### config.mk
export PLATFORM = sky130hd
export DESIGN_NAME = i2cf_front
export DESIGN_NICKNAME = d
export VERILOG_FILES = /design/src/rtl/i2cf_pkg.sv /design/src/rtl/i2cf_sampler.sv /design/src/rtl/i2cf_addr_match.sv /design/src/rtl/i2cf_front.sv
export SDC_FILE = /design/constraint.sdc
export NUM_CORES = 1
export LEC_CHECK = 0
export BUFFER_PORTS_ARGS = -buffer_cell sky130_fd_sc_hd__buf_4
export CORE_MARGIN = 4
export CORE_UTILIZATION = 46
export DETAILED_ROUTE_END_ITERATION = 7
export PLACE_DENSITY = 0.73
export SLEW_MARGIN = 25
export SYNTH_ARGS = -nofsm -noshare
export SYNTH_HDL_FRONTEND = slang
export SYNTH_SLANG_ARGS = --single-unit
### constraint.sdc
create_clock -name clk -period 2.35 [get_ports clk]
set_clock_uncertainty 0.2 [all_clocks]
set_input_delay 0.47 -clock clk [delete_from_list [all_inputs] [get_ports clk]]
set_output_delay 0.47 -clock clk [all_outputs]
set_load 0.05 [all_outputs]
### src/rtl/i2cf_pkg.sv
package i2cf_pkg;
    localparam int ADDR_W  = 7;
    localparam int STRAP_W = 3;
    localparam int PFX_W   = ADDR_W - STRAP_W;
    localparam int BYTE_W  = ADDR_W + 1;
    localparam int NFUNC   = 3;
    localparam int CNT_W   = $clog2(BYTE_W + 1);

    typedef logic [PFX_W-1:0]   pfx_t;
    typedef logic [NFUNC-1:0]   fsel_t;
    typedef logic [BYTE_W-1:0]  byte_t;
    typedef logic [STRAP_W-1:0] strap_t;

    // index = one-hot position: temperature, memory, protection
    localparam pfx_t FUNC_PFX [NFUNC] = '{4'b0011, 4'b1010, 4'b0110};

    typedef enum logic [2:0] {
        ST_IDLE, ST_ADDR, ST_ADDR_ACK, ST_WRITE,
        ST_WR_ACK, ST_READ, ST_RD_ACK, ST_IGNORE
    } bus_state_t;

    typedef struct packed {
        logic scl;
        logic sda;
        logic scl_rise;
        logic scl_fall;
        logic start;
        logic stop;
    } bus_ev_t;

    function automatic pfx_t addr_prefix(input byte_t b);
        return b[BYTE_W-1 -: PFX_W];
    endfunction

    function automatic strap_t addr_strap(input byte_t b);
        return b[STRAP_W:1];
    endfunction
endpackage

### src/rtl/i2cf_sampler.sv
module i2cf_sampler
    import i2cf_pkg::*;
#(
    parameter int SYNC_STAGES = 2
) (
    input  logic    clk,
    input  logic    rst,
    input  logic    scl_in,
    input  logic    sda_in,
    output bus_ev_t ev
);
    logic [SYNC_STAGES-1:0] scl_sync, sda_sync;
    logic scl_q, sda_q, scl_s, sda_s;

    always_ff @(posedge clk) begin
        if (rst) begin
            scl_sync <= '1;
            sda_sync <= '1;
            scl_q    <= 1'b1;
            sda_q    <= 1'b1;
        end else begin
            scl_sync <= {scl_sync[SYNC_STAGES-2:0], scl_in};
            sda_sync <= {sda_sync[SYNC_STAGES-2:0], sda_in};
            scl_q    <= scl_s;
            sda_q    <= sda_s;
        end
    end

    assign scl_s = scl_sync[SYNC_STAGES-1];
    assign sda_s = sda_sync[SYNC_STAGES-1];

    always_comb begin
        ev.scl      = scl_s;
        ev.sda      = sda_s;
        ev.scl_rise = scl_s & ~scl_q;
        ev.scl_fall = ~scl_s & scl_q;
        ev.start    = scl_s & scl_q & sda_q & ~sda_s;
        ev.stop     = scl_s & scl_q & ~sda_q & sda_s;
    end
endmodule

### src/rtl/i2cf_addr_match.sv
module i2cf_addr_match
    import i2cf_pkg::*;
(
    input  byte_t  addr_byte,
    input  strap_t strap,
    output fsel_t  sel,
    output logic   hit,
    output logic   rnw
);
    fsel_t pfx_hit;

    for (genvar k = 0; k < NFUNC; k++) begin : g_pfx
        assign pfx_hit[k] = (addr_prefix(addr_byte) == FUNC_PFX[k]);
    end

    assign sel = (addr_strap(addr_byte) == strap) ? pfx_hit : '0;
    assign hit = |sel;
    assign rnw = addr_byte[0];
endmodule

### src/rtl/i2cf_front.sv
module i2cf_front
    import i2cf_pkg::*;
#(
    parameter int SYNC_STAGES = 2
) (
    input  logic               clk,
    input  logic               rst,
    input  logic               scl_in,
    input  logic               sda_in,
    input  logic [STRAP_W-1:0] strap,
    input  logic [BYTE_W-1:0]  tx_data,
    output logic               sda_oe,
    output logic [NFUNC-1:0]   func_sel,
    output logic               rnw,
    output logic [BYTE_W-1:0]  rx_data,
    output logic               rx_valid,
    output logic               tx_taken,
    output logic               mst_ack_valid,
    output logic               mst_ack
);
    localparam logic [CNT_W-1:0] FULL = CNT_W'(BYTE_W);
    localparam logic [CNT_W-1:0] LAST = CNT_W'(BYTE_W - 1);

    bus_ev_t          ev;
    bus_state_t       state;
    byte_t            sh, shifted;
    logic [CNT_W-1:0] bitcnt;
    strap_t           strap_q;
    fsel_t            m_sel;
    logic             m_hit, m_rnw;

    i2cf_sampler #(.SYNC_STAGES(SYNC_STAGES)) u_sampler (
        .clk(clk), .rst(rst), .scl_in(scl_in), .sda_in(sda_in), .ev(ev)
    );

    i2cf_addr_match u_match (
        .addr_byte(sh), .strap(strap_q), .sel(m_sel), .hit(m_hit), .rnw(m_rnw)
    );

    assign shifted = {sh[BYTE_W-2:0], ev.sda};

    always_ff @(posedge clk) begin
        if (rst) begin
            state         <= ST_IDLE;
            sh            <= '0;
            bitcnt        <= '0;
            strap_q       <= '0;
            sda_oe        <= 1'b0;
            func_sel      <= '0;
            rnw           <= 1'b0;
            rx_data       <= '0;
            rx_valid      <= 1'b0;
            tx_taken      <= 1'b0;
            mst_ack_valid <= 1'b0;
            mst_ack       <= 1'b0;
        end else begin
            rx_valid      <= 1'b0;
            tx_taken      <= 1'b0;
            mst_ack_valid <= 1'b0;
            if (ev.start) begin
                state    <= ST_ADDR;
                bitcnt   <= '0;
                strap_q  <= strap;
                sda_oe   <= 1'b0;
                func_sel <= '0;
                rnw      <= 1'b0;
            end else if (ev.stop) begin
                state    <= ST_IDLE;
                sda_oe   <= 1'b0;
                func_sel <= '0;
                rnw      <= 1'b0;
            end else begin
                case (state)
                    ST_ADDR, ST_WRITE: begin
                        if (ev.scl_rise && bitcnt != FULL) begin
                            sh     <= shifted;
                            bitcnt <= bitcnt + 1'b1;
                            if (state == ST_WRITE && bitcnt == LAST) begin
                                rx_data  <= shifted;
                                rx_valid <= 1'b1;
                            end
                        end else if (ev.scl_fall && bitcnt == FULL) begin
                            if (state == ST_WRITE) begin
                                sda_oe <= 1'b1;
                                state  <= ST_WR_ACK;
                            end else if (m_hit) begin
                                sda_oe   <= 1'b1;
                                func_sel <= m_sel;
                                rnw      <= m_rnw;
                                state    <= ST_ADDR_ACK;
                            end else begin
                                state <= ST_IGNORE;
                            end
                        end
                    end
                    ST_ADDR_ACK, ST_WR_ACK: begin
                        if (ev.scl_fall) begin
                            bitcnt <= '0;
                            if (state == ST_ADDR_ACK && rnw) begin
                                sh       <= tx_data;
                                sda_oe   <= ~tx_data[BYTE_W-1];
                                tx_taken <= 1'b1;
                                state    <= ST_READ;
                            end else begin
                                sda_oe <= 1'b0;
                                state  <= ST_WRITE;
                            end
                        end
                    end
                    ST_READ: begin
                        if (ev.scl_rise && bitcnt != FULL) begin
                            bitcnt <= bitcnt + 1'b1;
                        end else if (ev.scl_fall) begin
                            if (bitcnt == FULL) begin
                                sda_oe <= 1'b0;
                                state  <= ST_RD_ACK;
                            end else begin
                                sh     <= {sh[BYTE_W-2:0], 1'b0};
                                sda_oe <= ~sh[BYTE_W-2];
                            end
                        end
                    end
                    ST_RD_ACK: begin
                        if (ev.scl_rise) begin
                            mst_ack       <= ~ev.sda;
                            mst_ack_valid <= 1'b1;
                        end else if (ev.scl_fall) begin
                            if (mst_ack) begin
                                sh       <= tx_data;
                                sda_oe   <= ~tx_data[BYTE_W-1];
                                tx_taken <= 1'b1;
                                bitcnt   <= '0;
                                state    <= ST_READ;
                            end else begin
                                state <= ST_IGNORE;
                            end
                        end
                    end
                    default: ;
                endcase
            end
        end
    end

    // a START always reopens the address phase
    a_r1_start_enters_addr: assert property (@(posedge clk) disable iff (rst)
        ev.start |=> (state == ST_ADDR));

    // at most one function selected
    a_r2_sel_onehot: assert property (@(posedge clk) disable iff (rst)
        $onehot0(func_sel));

    // a rejected access never pulls SDA
    a_r3_ignore_no_drive: assert property (@(posedge clk) disable iff (rst)
        (state == ST_IGNORE) |-> !sda_oe);

    // captured straps move only at a START
    a_r4_strap_held: assert property (@(posedge clk) disable iff (rst)
        !ev.start |=> $stable(strap_q));

    // SDA drive changes only while the synchronized SCL is low
    a_r5_oe_moves_scl_low: assert property (@(posedge clk) disable iff (rst)
        !$stable(sda_oe) |-> !ev.scl);

    // received-byte strobes only in a selected write access
    a_r6_rx_in_write: assert property (@(posedge clk) disable iff (rst)
        rx_valid |-> (func_sel != '0 && !rnw));

    // STOP clears the selection
    a_r8_sel_cleared_by_stop: assert property (@(posedge clk) disable iff (rst)
        ev.stop |=> (func_sel == '0));
endmodule

# [Word level (Yosys, flattened, before mapping)]
# Cells that the tools add are included.
[op_classes] add_sub_neg=1 n_eq_ne=35 n_mux=53 bitwise=19 n_reduce_logical=23
[ops] cell="$mux W8" count=9
[ops] cell="$mux W3" count=12
[ops] cell="$ne A4 B4 Y1 const B" count=9
[ops] cell="$pmux W8 S4" count=1
[ops] cell="$ne A2 B2 Y1 const B" count=12
[ops] cell="$mux W1" count=21
[ops] cell="$mux W4" count=5
[ops] cell="$reduce_and A9 Y1" count=2
[ops] cell="$not A1 Y1" count=12
[ops] cell="$pmux W3 S4" count=1
[ops] cell="$pmux W4 S3" count=1
[ops] cell="$reduce_and A12 Y1" count=1
[ops] cell="$reduce_and A10 Y1" count=1
[ops] cell="$reduce_and A5 Y1" count=2
[ops] cell="$eq A3 B3 Y1 const B" count=3
[ops] cell="$reduce_or A3 Y1" count=3
[ops] cell="$eq A4 B3 Y1 const B" count=2
[ops] cell="$eq A4 B4 Y1 const B" count=2
[ops] cell="$and A1 B1 Y1" count=7
[ops] cell="$reduce_and A7 Y1" count=1
[ops] cell="$eq A3 B2 Y1 const B" count=2
[ops] cell="$reduce_bool A6 Y1" count=1
[ops] cell="$reduce_or A2 Y1" count=3
[ops] cell="$reduce_or A5 Y1" count=1
[ops] cell="14 further kinds" count=17
[word_totals] regBits=41 in_bits=15 out_inout_bits=17

# [Depth between registers and ports, before layout]
# Gate-level depths: netlist of the first run.
[logic_depth] depth_word=10 mapped_depth=8 ltp_nobuf=7

# [By module]
# From an unflattened synthesis of the first run, not the netlist that was laid out.
[unflattened] hier_cells=222 hier_area_um2=2138.3
[modules_own_cells] mod="i2cf_front" instances=1 cells_per_inst=192 area_each_um2=1831.8 seq_area_each_um2=700.7
[modules_own_cells] mod="i2cf_sampler" instances=1 cells_per_inst=18 area_each_um2=205.2 seq_area_each_um2=120.1
[modules_own_cells] mod="i2cf_addr_match" instances=1 cells_per_inst=12 area_each_um2=101.3 seq_area_each_um2=0.0

# [Worst setup path before layout of the first run]
# No wires, ideal clock.
[synth_timing] path_type="flip-flop to flip-flop" startpoint="register bitcnt[0]" endpoint="register sh[7]" arrival_time_ns=1.935 t_required_ns=2.062 path_slack_ns=0.127 path_stages_with_launch=9 n_path_buf=1 synth_period_minus_slack_ns=2.223 cell_sequence="dfxtp_1 -> inv_1 -> ha_1 -> and3b_1 -> or3_4 -> a211oi_4 -> buf_6 -> nor2_1 -> a311oi_2"
[synth_between] elab_chain_cells=4 elab_cells_between_ends=7 classes_between="5 x eq/ne; 2 x reduce/logical"
[synth_rtl] element="from (decl)" line_no="i2cf_front.sv:27" text="logic [CNT_W-1:0] bitcnt;"
[synth_rtl] element="from (signal assigned)" line_no="i2cf_front.sv:77" text="bitcnt <= bitcnt + 1'b1;"
[synth_rtl] element="from (signal assigned)" line_no="i2cf_front.sv:112" text="bitcnt <= bitcnt + 1'b1;"
[synth_rtl] element="$ne A4 B4 Y1" line_no="i2cf_front.sv:75, i2cf_front.sv:111"
[synth_rtl] element="$logic_and A1 B1 Y1" line_no="i2cf_front.sv:75, i2cf_front.sv:111"
[synth_rtl] element="$ne A2 B2 Y1 (no line)"
[synth_rtl] element="$reduce_and A12 Y1 (no line) (*)"
[synth_rtl] element="to (signal assigned)" line_no="i2cf_front.sv:76" text="sh <= shifted;"
[synth_rtl] element="to (signal assigned)" line_no="i2cf_front.sv:118" text="sh <= {sh[BYTE_W-2:0], 1'b0};"
[synth_rtl] element="to (signal assigned)" line_no="i2cf_front.sv:129" text="sh <= tx_data;"
[synth_rtl] element="to (decl)" line_no="i2cf_front.sv:26" text="byte_t sh, shifted;"
# Mark *: on every way between the ends. The rest lies on a longest branch, timed or not.
# A chain may end at the register's enable or synchronous reset.

# [Worst setup path in the final report of the first run]
[layout_timing] startpoint="register state[1]" endpoint="register sh[4]"
[layout_between] elab_chain_cells=4 elab_cells_between_ends=21 classes_between="15 x eq/ne; 1 x mux; 5 x reduce/logical"
[layout_rtl] element="from (decl)" line_no="i2cf_front.sv:25" text="bus_state_t state;"
[layout_rtl] element="from (signal assigned)" line_no="i2cf_front.sv:44" text="state <= ST_IDLE;"
[layout_rtl] element="from (signal assigned)" line_no="i2cf_front.sv:61" text="state <= ST_ADDR;"
[layout_rtl] element="from (signal assigned)" line_no="i2cf_front.sv:68" text="state <= ST_IDLE;"
[layout_rtl] element="$eq A3 B2 Y1 (tied with other cells)" line_no="i2cf_front.sv:73, i2cf_front.sv:99"
[layout_rtl] element="$reduce_or A2 Y1 or $logic_and A1 B1 Y1 (tied branches)" line_no="i2cf_front.sv:73, i2cf_front.sv:99"
[layout_rtl] element="$ne A2 B2 Y1 (no line) or $reduce_bool A4 Y1 (tied branches)"
[layout_rtl] element="$reduce_and A12 Y1 (no line)"
[layout_rtl] element="to (signal assigned)" line_no="i2cf_front.sv:76"
[layout_rtl] element="to (signal assigned)" line_no="i2cf_front.sv:100" text="sh <= tx_data;"
[layout_rtl] element="to (signal assigned)" line_no="i2cf_front.sv:118"
# Several ways; a longest one is shown, not always the timed one.

==> results of run 1 <==
registers in the layout, indices dropped and copies added (netlist names), 2 cells and up:
register / cells
u_sampler.scl_sync: 2
bitcnt: 4
strap_q: 3
state: 3
sh: 8
rx_data: 8
u_sampler.sda_sync: 2
func_sel: 3
power by group through the flow:
stage | clock network, W | logic [W] | registers [W]
2_1_floorplan | 0 | 0.0000530 | 0.000723
3_3_place_gp | 0 | 0.0000817 | 0.000725
3_5_place_dp | 0 | 0.0000822 | 0.000725
4_1_cts | 0.000553 | 0.0000827 | 0.000709
5_1_grt | 0.000579 | 0.0000934 | 0.000710
6_report | 0.000547 | 0.0000843 | 0.000709
per-stage QoR:
step / cell area, um2 / utilization, %
floorplan: 2030 / -
CTS: 2440 / 59.3
detailed placement: 2330 / 56.7
global route: 2480 / 60.4
global placement: 2330 / 56.7
finish: 2480 / 60.4
synth_stat cells (2+ instances only):
library cell / instances / share of area (%)
a21oi_1: 9 / 2.2
a311oi_1: 6 / 2.6
a311oi_2: 2 / 1.5
a31oi_1: 2 / 0.62
buf_2: 3 / 0.74
buf_4: 2 / 0.74
clkbuf_1: 4 / 0.74
dfxtp_1: 41 / 41
ha_1: 2 / 1.2
inv_1: 5 / 0.93
mux2i_1: 17 / 8.4
nand2_1: 23 / 4.3
nand2b_1: 4 / 1.2
nand3_1: 2 / 0.49
nand3b_1: 2 / 0.74
nand4_1: 5 / 1.5
nor2_1: 41 / 7.6
nor2b_1: 3 / 0.93
nor3_1: 3 / 0.74
o21ai_0: 8 / 2.0
or2_2: 8 / 2.5
or3b_2: 2 / 0.86
xnor2_1: 6 / 2.6
worst reg2reg max path: stages (launching register included):
cell,delay [ns]
dfxtp_1,0.51
or3b_2,0.48
a21oi_1,0.32
a211oi_4,0.09
buf_4,0.16
clkbuf_16,0.15
a311oi_1,0.26
metal layers:
metal	vias up	part of all wire (%)	GRT usage, %
met1	829	46	23.0
met2	39	47	27.5
met4	0	1.6	7.31
met5	-	0	0
li1	884	-	-
met3	8	4.8	3.65
layout make-up:
type | instances | area, um2 | share of cell area (%)
Clock inverter | 2 | 35.0 | 1.41
Tap cell | 50 | 62.6 | 2.52
Inverter | 5 | 18.8 | 0.755
Timing Repair Buffer | 43 | 353 | 14.2
Clock buffer | 5 | 68.8 | 2.77
Multi-Input combinational cell | 173 | 1120 | 45.2
Sequential cell | 41 | 823 | 33.1
logic make-up after synthesis:
| group | synth area share, % |
|---|---|
| simple gates | 27.6 |
| flops | 40.5 |
| compound gates | 14.9 |
| mux | 8.96 |
| buf+inv | 4.20 |
| xor+xnor | 2.59 |
| fa+ha+maj | 1.24 |
timing repair:
action	in CTS	in global routing
setup endpoints to repair	1	8
cloned	0	1
pin swaps	1	3
gates resized for setup	0	5
buffers inserted	0	2
worst paths after layout:
kind / endpoint / cells after the start
max: sh[4] / 6
min: u_sampler.scl_sync[0] / 2
max reg2reg: sh[4] / 6
min reg2reg: u_sampler.scl_sync[1] / 1
cells in the final DEF, fill, tap and decap left out, types with 2 or more instances in the layout:
cell / count
nor3_1: 3
o21ai_0: 8
xnor2_1: 6
or2_2: 8
nand3_1: 2
buf_4: 41
nor2_1: 41
nand3b_1: 2
nand2_1: 23
inv_1: 4
or3b_2: 2
nor2b_1: 3
mux2i_1: 17
dfxtp_2: 2
and3b_2: 2
a21oi_1: 9
a31oi_1: 2
a311oi_1: 6
nand4_1: 5
nand2b_1: 4
a311oi_2: 2
clkbuf_8: 5
dfxtp_1: 39
==> metrics.txt, run 1 <==
clk sink count=41; Slew Limit Fails=0; Worst Setup SP=state[1]; Setup crit end kind=flip-flop; Final ANT Viol Nets=0; asr flop ratio synth=0%; worst vdd ir=0.000397 V; root buf cell=clkbuf_8; Mapped Cells=230; WHS=0.157 ns; syn_nets=247; Max-Cap Viols=0; fin worst setup slack=0.0893 ns; IO Count=32; worst-path cell with the longest stage delay=dfxtp_1; GP Congestion=0.930; worst min-delay path class=primary input to flip-flop; Gate power share=6.3%; worst r2r src=state[1]; fin crit period=2.26 ns; total CTS buffers=5; Layout area overhead=22.7%; DRT Pass-1 Iters=4; layout cells sized above 1=28.6%; Mapped Area=2030 um2; Syn Area/Cell=8.81 um2; Psw=0.000290 W; worst slew pin tran=0.525 ns; WL/cell=14.8 um; vias=1,760; Slew HR=64.6%; ys flop type=dfxtp_1; Setup CP Type=flip-flop to flip-flop; ANT cells=0; Seq/Total Area, Yosys=40.5%; Crit path buffers/inverters=2; Post-Place Worst Slack=0.0858 ns; Yosys reg bits=41; fmax=0.442 GHz; drt drc=0; dpl cells=309; clock power share=40.8%; Final Hold Violating Endpoints=0; IO buf count=31; register share of total power=52.9%; required time of the critical path=2.35 ns; Crit path max-delay family=compound AO/OA/AOI/OAI gates; worst skew pair latency=0.30 ns; initial antenna violation count=0; Initial Util=49.2%; final net count=286; worst reg2reg setup slack=0.09 ns; # hold bufs at CTS=0; die area=5530 um2; Worst Setup Start Kind=flip-flop; Switching Share=21.7%; hold wc startpoint=scl_in; number of distinct library cells after synthesis=53; Max stage delay on crit path=0.51 ns; Final Non-Filler Cells=319; global-route wire length before repair=7350 um; Critical Path AT=2.26 ns; Chip Width=74.4 um; initial drt markers=116; worst-path fanout max=10; Internal Power=0.00105 W; LEAKAGE=1.03 nW; critical-path cell list=or3b_2, a21oi_1, a211oi_4, buf_4, clkbuf_16, a311oi_1; pwr/cell area=539 nW/um2; GRT overflow=0; status=completed; Post-synth EDFFs=0; setup tns final=0 ns; Final Setup Violations=0; GRT Overall Usage=17.4%; total power=0.00134 W; CTS tree=done; Die Ht=74.4 um; post-DP HPWL=3350 um; vias in the first global route=1,595; clk buf depth=2; DR vias/cell=5.52; final wirelength=4740 um; htree depth=2; clock transition at the registers of the reported paths=0.08 ns; # rows=23; core footprint=4120 um2; pin count of the biggest net entering global routing=32; Ys Warns=0; crit share post-route=96.2%; number of fillers in the final layout=395
(Power assumes the default switching activity.)
==> run 2: changes to the inputs <==
--- a/config.mk
+++ b/config.mk
@@ -5,12 +5,12 @@
 export SDC_FILE = /design/constraint.sdc
 export NUM_CORES = 1
 export LEC_CHECK = 0
+export ABC_AREA = 1
 export BUFFER_PORTS_ARGS = -buffer_cell sky130_fd_sc_hd__buf_4
 export CORE_MARGIN = 4
 export CORE_UTILIZATION = 46
 export DETAILED_ROUTE_END_ITERATION = 7
 export PLACE_DENSITY = 0.73
-export SLEW_MARGIN = 25
 export SYNTH_ARGS = -nofsm -noshare
 export SYNTH_HDL_FRONTEND = slang
 export SYNTH_SLANG_ARGS = --single-unit
==> metrics.txt, run 2 <==
total power=0.00261 W; crit share post-route=88.8%; global-route wire length before repair=7470 um; Max stage delay on crit path=0.46 ns; Die Ht=72.7 um; Mapped Area=1930 um2; Post-synth EDFFs=0; number of fillers in the final layout=411; register share of total power=34.0%; dpl cells=360; Final Non-Filler Cells=368; worst-path cell with the longest stage delay=o21ai_0; IO buf count=31; Ys Warns=0; Slew HR=65.6%; IO Count=32; LEAKAGE=1.10 nW; worst vdd ir=0.000522 V; clock power share=21.8%; WL/cell=12.3 um; initial antenna violation count=0; Max-Cap Viols=0; total setup buffers inserted after CTS=0; layout cells sized above 1=16.0%; worst reg2reg setup slack=0.26 ns; fin worst setup slack=0.263 ns; Synth area leader=dfxtp_1; # hold bufs at CTS=0; DR vias/cell=5.14; most frequent CP cell=nand2_1; Critical Path AT=2.06 ns; Chip Width=72.7 um; Switching Share=42.9%; Final ANT Viol Nets=0; Yosys reg bits=41; Worst Setup Start Kind=flip-flop; Layout area overhead=20.8%; number of distinct library cells after synthesis=24; final wirelength=4540 um; fmax=0.479 GHz; # rows=23; Crit path max-delay family=compound AO/OA/AOI/OAI gates; setup tns final=0 ns; htree depth=2; Synth top area share=42.6%; worst skew pair latency=0.30 ns; CTS tree=done; DRT Pass-1 Iters=7; required time of the critical path=2.32 ns; top cells by instance count after synthesis=61 x nand2_1, 42 x nor2_1, 41 x dfxtp_1; Final Hold Violating Endpoints=0; critical-path cell list=inv_1, ha_1, nand3_1, nand2_1, a21oi_1, nand2_1, o21ai_0, nor2_1; vias in the first global route=1,667; most common cell after layout, fill and taps aside=nand2_1; leading registers by flop count=rx_data x8, sh x8, bitcnt x4; hold wc startpoint=scl_in; top post-synthesis cells by area=dfxtp_1 43%, nand2_1 12%, nor2_1 8.2%; most frequent cells in the layout=61 x nand2_1, 42 x nor2_1, 41 x dfxtp_1, 34 x buf_4, 32 x inv_1; worst min-delay path class=primary input to flip-flop; clk sink count=41; Syn Area/Cell=6.84 um2; final net count=334; clock transition at the registers of the reported paths=0.08 ns; vias=1,891; total CTS buffers=5; Psw=0.00112 W; Seq/Total Area, Yosys=42.6%; WHS Path Cells=2; drt drc=0; Post-Place Worst Slack=0.259 ns; Endpoint, Worst Hold=u_sampler.scl_sync[0]; post-DP HPWL=3320 um; Setup CP Type=flip-flop to flip-flop; Mapped Cells=282; fin crit period=2.09 ns; Gate power share=44.2%; syn_nets=299; worst r2r src=bitcnt[0]; die area=5290 um2; r2r worst-path depth=8; root buf cell=clkbuf_8; Internal Power=0.00149 W; asr flop ratio synth=0%; ys flop type=dfxtp_1; pwr/cell area=1120 nW/um2; Initial Util=47.9%; RSZ-0062 raised after global routing=no; initial drt markers=96; Setup crit end kind=flip-flop; pin count of the biggest net entering global routing=24; Crit path buffers/inverters=1; top-count cell post-synth=nand2_1; GRT Overall Usage=18.2%; status=completed; core footprint=4030 um2; Slew Limit Fails=0; worst slew pin tran=0.511 ns; worst r2r dst=bitcnt[1]; post-CTS sizing=0; GP Congestion=0.986; Final Setup Violations=0; ANT cells=0; worst-path fanout max=5; GRT overflow=0; clk buf depth=2
==> run 2: stage by stage <==
stage	utilization [%]	cell area, um2	hold WS (ns)
2_1_floorplan	-	1930	0.189
3_3_place_gp	54.7	2200	0.192
3_5_place_dp	54.7	2200	0.196
4_1_cts	57.5	2320	0.149
5_1_grt	57.8	2330	0.154
6_report	57.8	2330	0.156
==> run 2: per-layer routing <==
layer  vias up  GRT usage (%)  wire (um)
li1        977              -          -
met1       848           22.7       2010
met2        55           30.0       2160
met3        11           4.27        263
met4         0           7.79        114
met5         -              0          0
==> run 2: cell type report <==
cell class	instances	area [um2]	area share (%)
Clock buffer	6	72.6	3.11
Timing Repair Buffer	34	255	11.0
Sequential cell	41	821	35.2
Tap cell	50	62.6	2.69
Multi-Input combinational cell	203	960	41.2
Clock inverter	2	38.8	1.66
Inverter	32	120	5.16
==> run 2: worst reg2reg max path, delay by kind of cell, from the launching register on <==
kind | cells | cell delay [ns]
flip-flops | 1 | 0.36
AND/OR/NAND/NOR | 4 | 0.50
buffers and inverters | 1 | 0.08
adder cells (fa/ha/maj) | 1 | 0.21
AO/OA/AOI/OAI | 2 | 0.63
==> run 2: cell families after synthesis <==
family	synth area share [%]
flip-flops	42.6
buffers and inverters	8.37
AO/OA/AOI/OAI	15.0
XOR/XNOR	0.909
AND/OR/NAND/NOR	31.9
adder cells (fa/ha/maj)	1.30
==> run 2: power groups by stage <==
| stage | Sequential (W) | Clock [W] | Combinational [W] |
|---|---|---|---|
| 2_1_floorplan | 0.000894 | 0 | 0.000893 |
| 3_3_place_gp | 0.000895 | 0 | 0.00109 |
| 3_5_place_dp | 0.000898 | 0 | 0.00110 |
| 4_1_cts | 0.000883 | 0.000578 | 0.00112 |
| 5_1_grt | 0.000902 | 0.000613 | 0.00133 |
| 6_report | 0.000885 | 0.000569 | 0.00115 |
==> run 2: worst max-delay path by stage <==
stage,startpoint,to,depth (start not counted)
after floorplan,bitcnt[0],rnw,9
after global placement,state[1],rx_data[5],6
after detailed placement,state[1],rx_data[3],6
after CTS,state[1],rx_data[1],6
after global routing,state[1],sh[0],7
final,bitcnt[0],bitcnt[1],8
==> run 3: changes to the inputs <==
==> constraint.sdc (replaced) <==
create_clock -name clk -period 2.35 [get_ports clk]
set_clock_uncertainty 0.2 [all_clocks]
set_input_delay 0.235 -clock clk [delete_from_list [all_inputs] [get_ports clk]]
set_output_delay 0.235 -clock clk [all_outputs]
set_load 0.05 [all_outputs]
==> metrics.txt, run 3 (synthesis gave the netlist of run 2 again) <==
fmax=0.478 GHz; LEAKAGE=1.12 nW; Chip Width=72.7 um; Worst Setup SP=bitcnt[0]; IO buf count=31; Final Hold Violating Endpoints=0; IO Count=32; number of fillers in the final layout=401; worst r2r dst=bitcnt[1]; status=completed; r2r worst-path depth=8; GRT overflow=0; Layout area overhead=23.9%; worst r2r src=bitcnt[0]; die area=5290 um2; most frequent cells in the layout=61 x nand2_1, 42 x nor2_1, 41 x dfxtp_1, 34 x buf_4, 32 x inv_1; core footprint=4030 um2; Critical Path AT=2.06 ns; Initial Util=47.9%; worst min-delay path class=primary input to flip-flop; fin crit period=2.09 ns; worst slew pin tran=0.513 ns; CTS tree=done; Multi-input gate area=960 um2; worst reg2reg setup slack=0.26 ns; setup tns final=0 ns; vias in the first global route=1,699; final wirelength=4580 um; clk sink count=41; clk buf depth=2; post-DP HPWL=3320 um; WL/cell=12.2 um; initial antenna violation count=0; GRT Overall Usage=18.5%; Slew Limit Fails=0; Slew HR=65.5%; DR vias/cell=5.12; Setup CP Type=flip-flop to flip-flop; layout cells sized above 1=15.7%; root buf cell=clkbuf_8; register area=821 um2; DRT Pass-1 Iters=4; Final Setup Violations=0; Die Ht=72.7 um; RSZ-0062 raised after global routing=no; Worst Setup Start Kind=flip-flop; worst-path fanout max=5; worst vdd ir=0.000520 V; pwr/cell area=1090 nW/um2; Final ANT Viol Nets=0; most common cell after layout, fill and taps aside=nand2_1; leading registers by flop count=rx_data x8, sh x8, bitcnt x4; required time of the critical path=2.32 ns; total CTS buffers=5; initial drt markers=101; total setup buffers inserted after CTS=0; # rows=23; clock transition at the registers of the reported paths=0.08 ns; GP Congestion=0.986; drt drc=0; Setup crit end kind=flip-flop; crit share post-route=89.0%; worst skew pair latency=0.30 ns; utilization after layout=59.3%; global-route wire length before repair=7580 um; pin count of the biggest net entering global routing=24; vias=1,916; final net count=340; ANT cells=0; Max-Cap Viols=0; Worst Setup EP=bitcnt[1]; htree depth=2
## run 3: timing repair
action                                  in CTS  in global routing
gates resized for setup                      0                  2
hold buffers                                 6                  0
hold endpoints to repair                     6                  0
endpoints found under the setup margin       0                  4
## run 3: how the worst min path moves through the flow
| stage | depth (start not counted) | start | slack, ns | endpoint |
|---|---|---|---|---|
| after floorplan | 1 | rst | 0.11 | mst_ack_valid |
| after global placement | 1 | u_sampler.scl_sync[0] | 0.19 | u_sampler.scl_sync[1] |
| after detailed placement | 1 | u_sampler.sda_sync[0] | 0.20 | u_sampler.sda_sync[1] |
| after CTS | 3 | strap[2] | 0.01 | strap_q[2] |
| after global routing | 3 | strap[0] | 0.06 | strap_q[0] |
| final | 3 | strap[0] | 0.02 | strap_q[0] |
## run 3: layer usage
| metal | vias up | global-route usage [%] | routed length, um |
|---|---|---|---|
| met1 | 859 | 22.8 | 2000 |
| met3 | 11 | 4.27 | 264 |
| met5 | - | 0 | 0 |
| met4 | 0 | 7.79 | 111 |
| li1 | 988 | - | - |
| met2 | 58 | 30.8 | 2200 |
## run 3: power by group
| group | internal (W) | leakage [nW] | total, W | switching [W] |
|---|---|---|---|---|
| clock | 0.000319 | 0.0554 | 0.000570 | 0.000251 |
| sequential | 0.000795 | 0.334 | 0.000885 | 0.0000892 |
| combinational | 0.000380 | 0.731 | 0.00116 | 0.000776 |
| total | 0.00149 | 1.12 | 0.00261 | 0.00112 |
## run 3: final cells by class
cell class / instances / area share [%]
Clock buffer: 6 / 3.04
Clock inverter: 2 / 1.62
Inverter: 32 / 5.03
Multi-Input combinational cell: 203 / 40.2
Sequential cell: 41 / 34.3
Tap cell: 50 / 2.62
Timing Repair Buffer: 40 / 13.2
## run 3: per-stage QoR
stage               worst slack [ns]  std cells  hold slack (ns)  instance area (um2)  total power, W
floorplan                      0.510        282            0.107                 1930         0.00179
global placement               0.282        360            0.192                 2200         0.00199
detailed placement             0.259        360            0.196                 2200         0.00200
CTS                            0.217        374           0.0122                 2380         0.00258
global route                  0.0805        374           0.0593                 2390         0.00285
finish                         0.259        374           0.0152                 2390         0.00261
## run 3: worst max-delay path, stage by stage (launching register included)
cell,delay [ns]
dfxtp_1,0.36
inv_1,0.08
ha_1,0.21
nand3_1,0.10
nand2_1,0.16
a21oi_1,0.17
nand2_1,0.14
o21ai_0,0.46
nor2_1,0.09
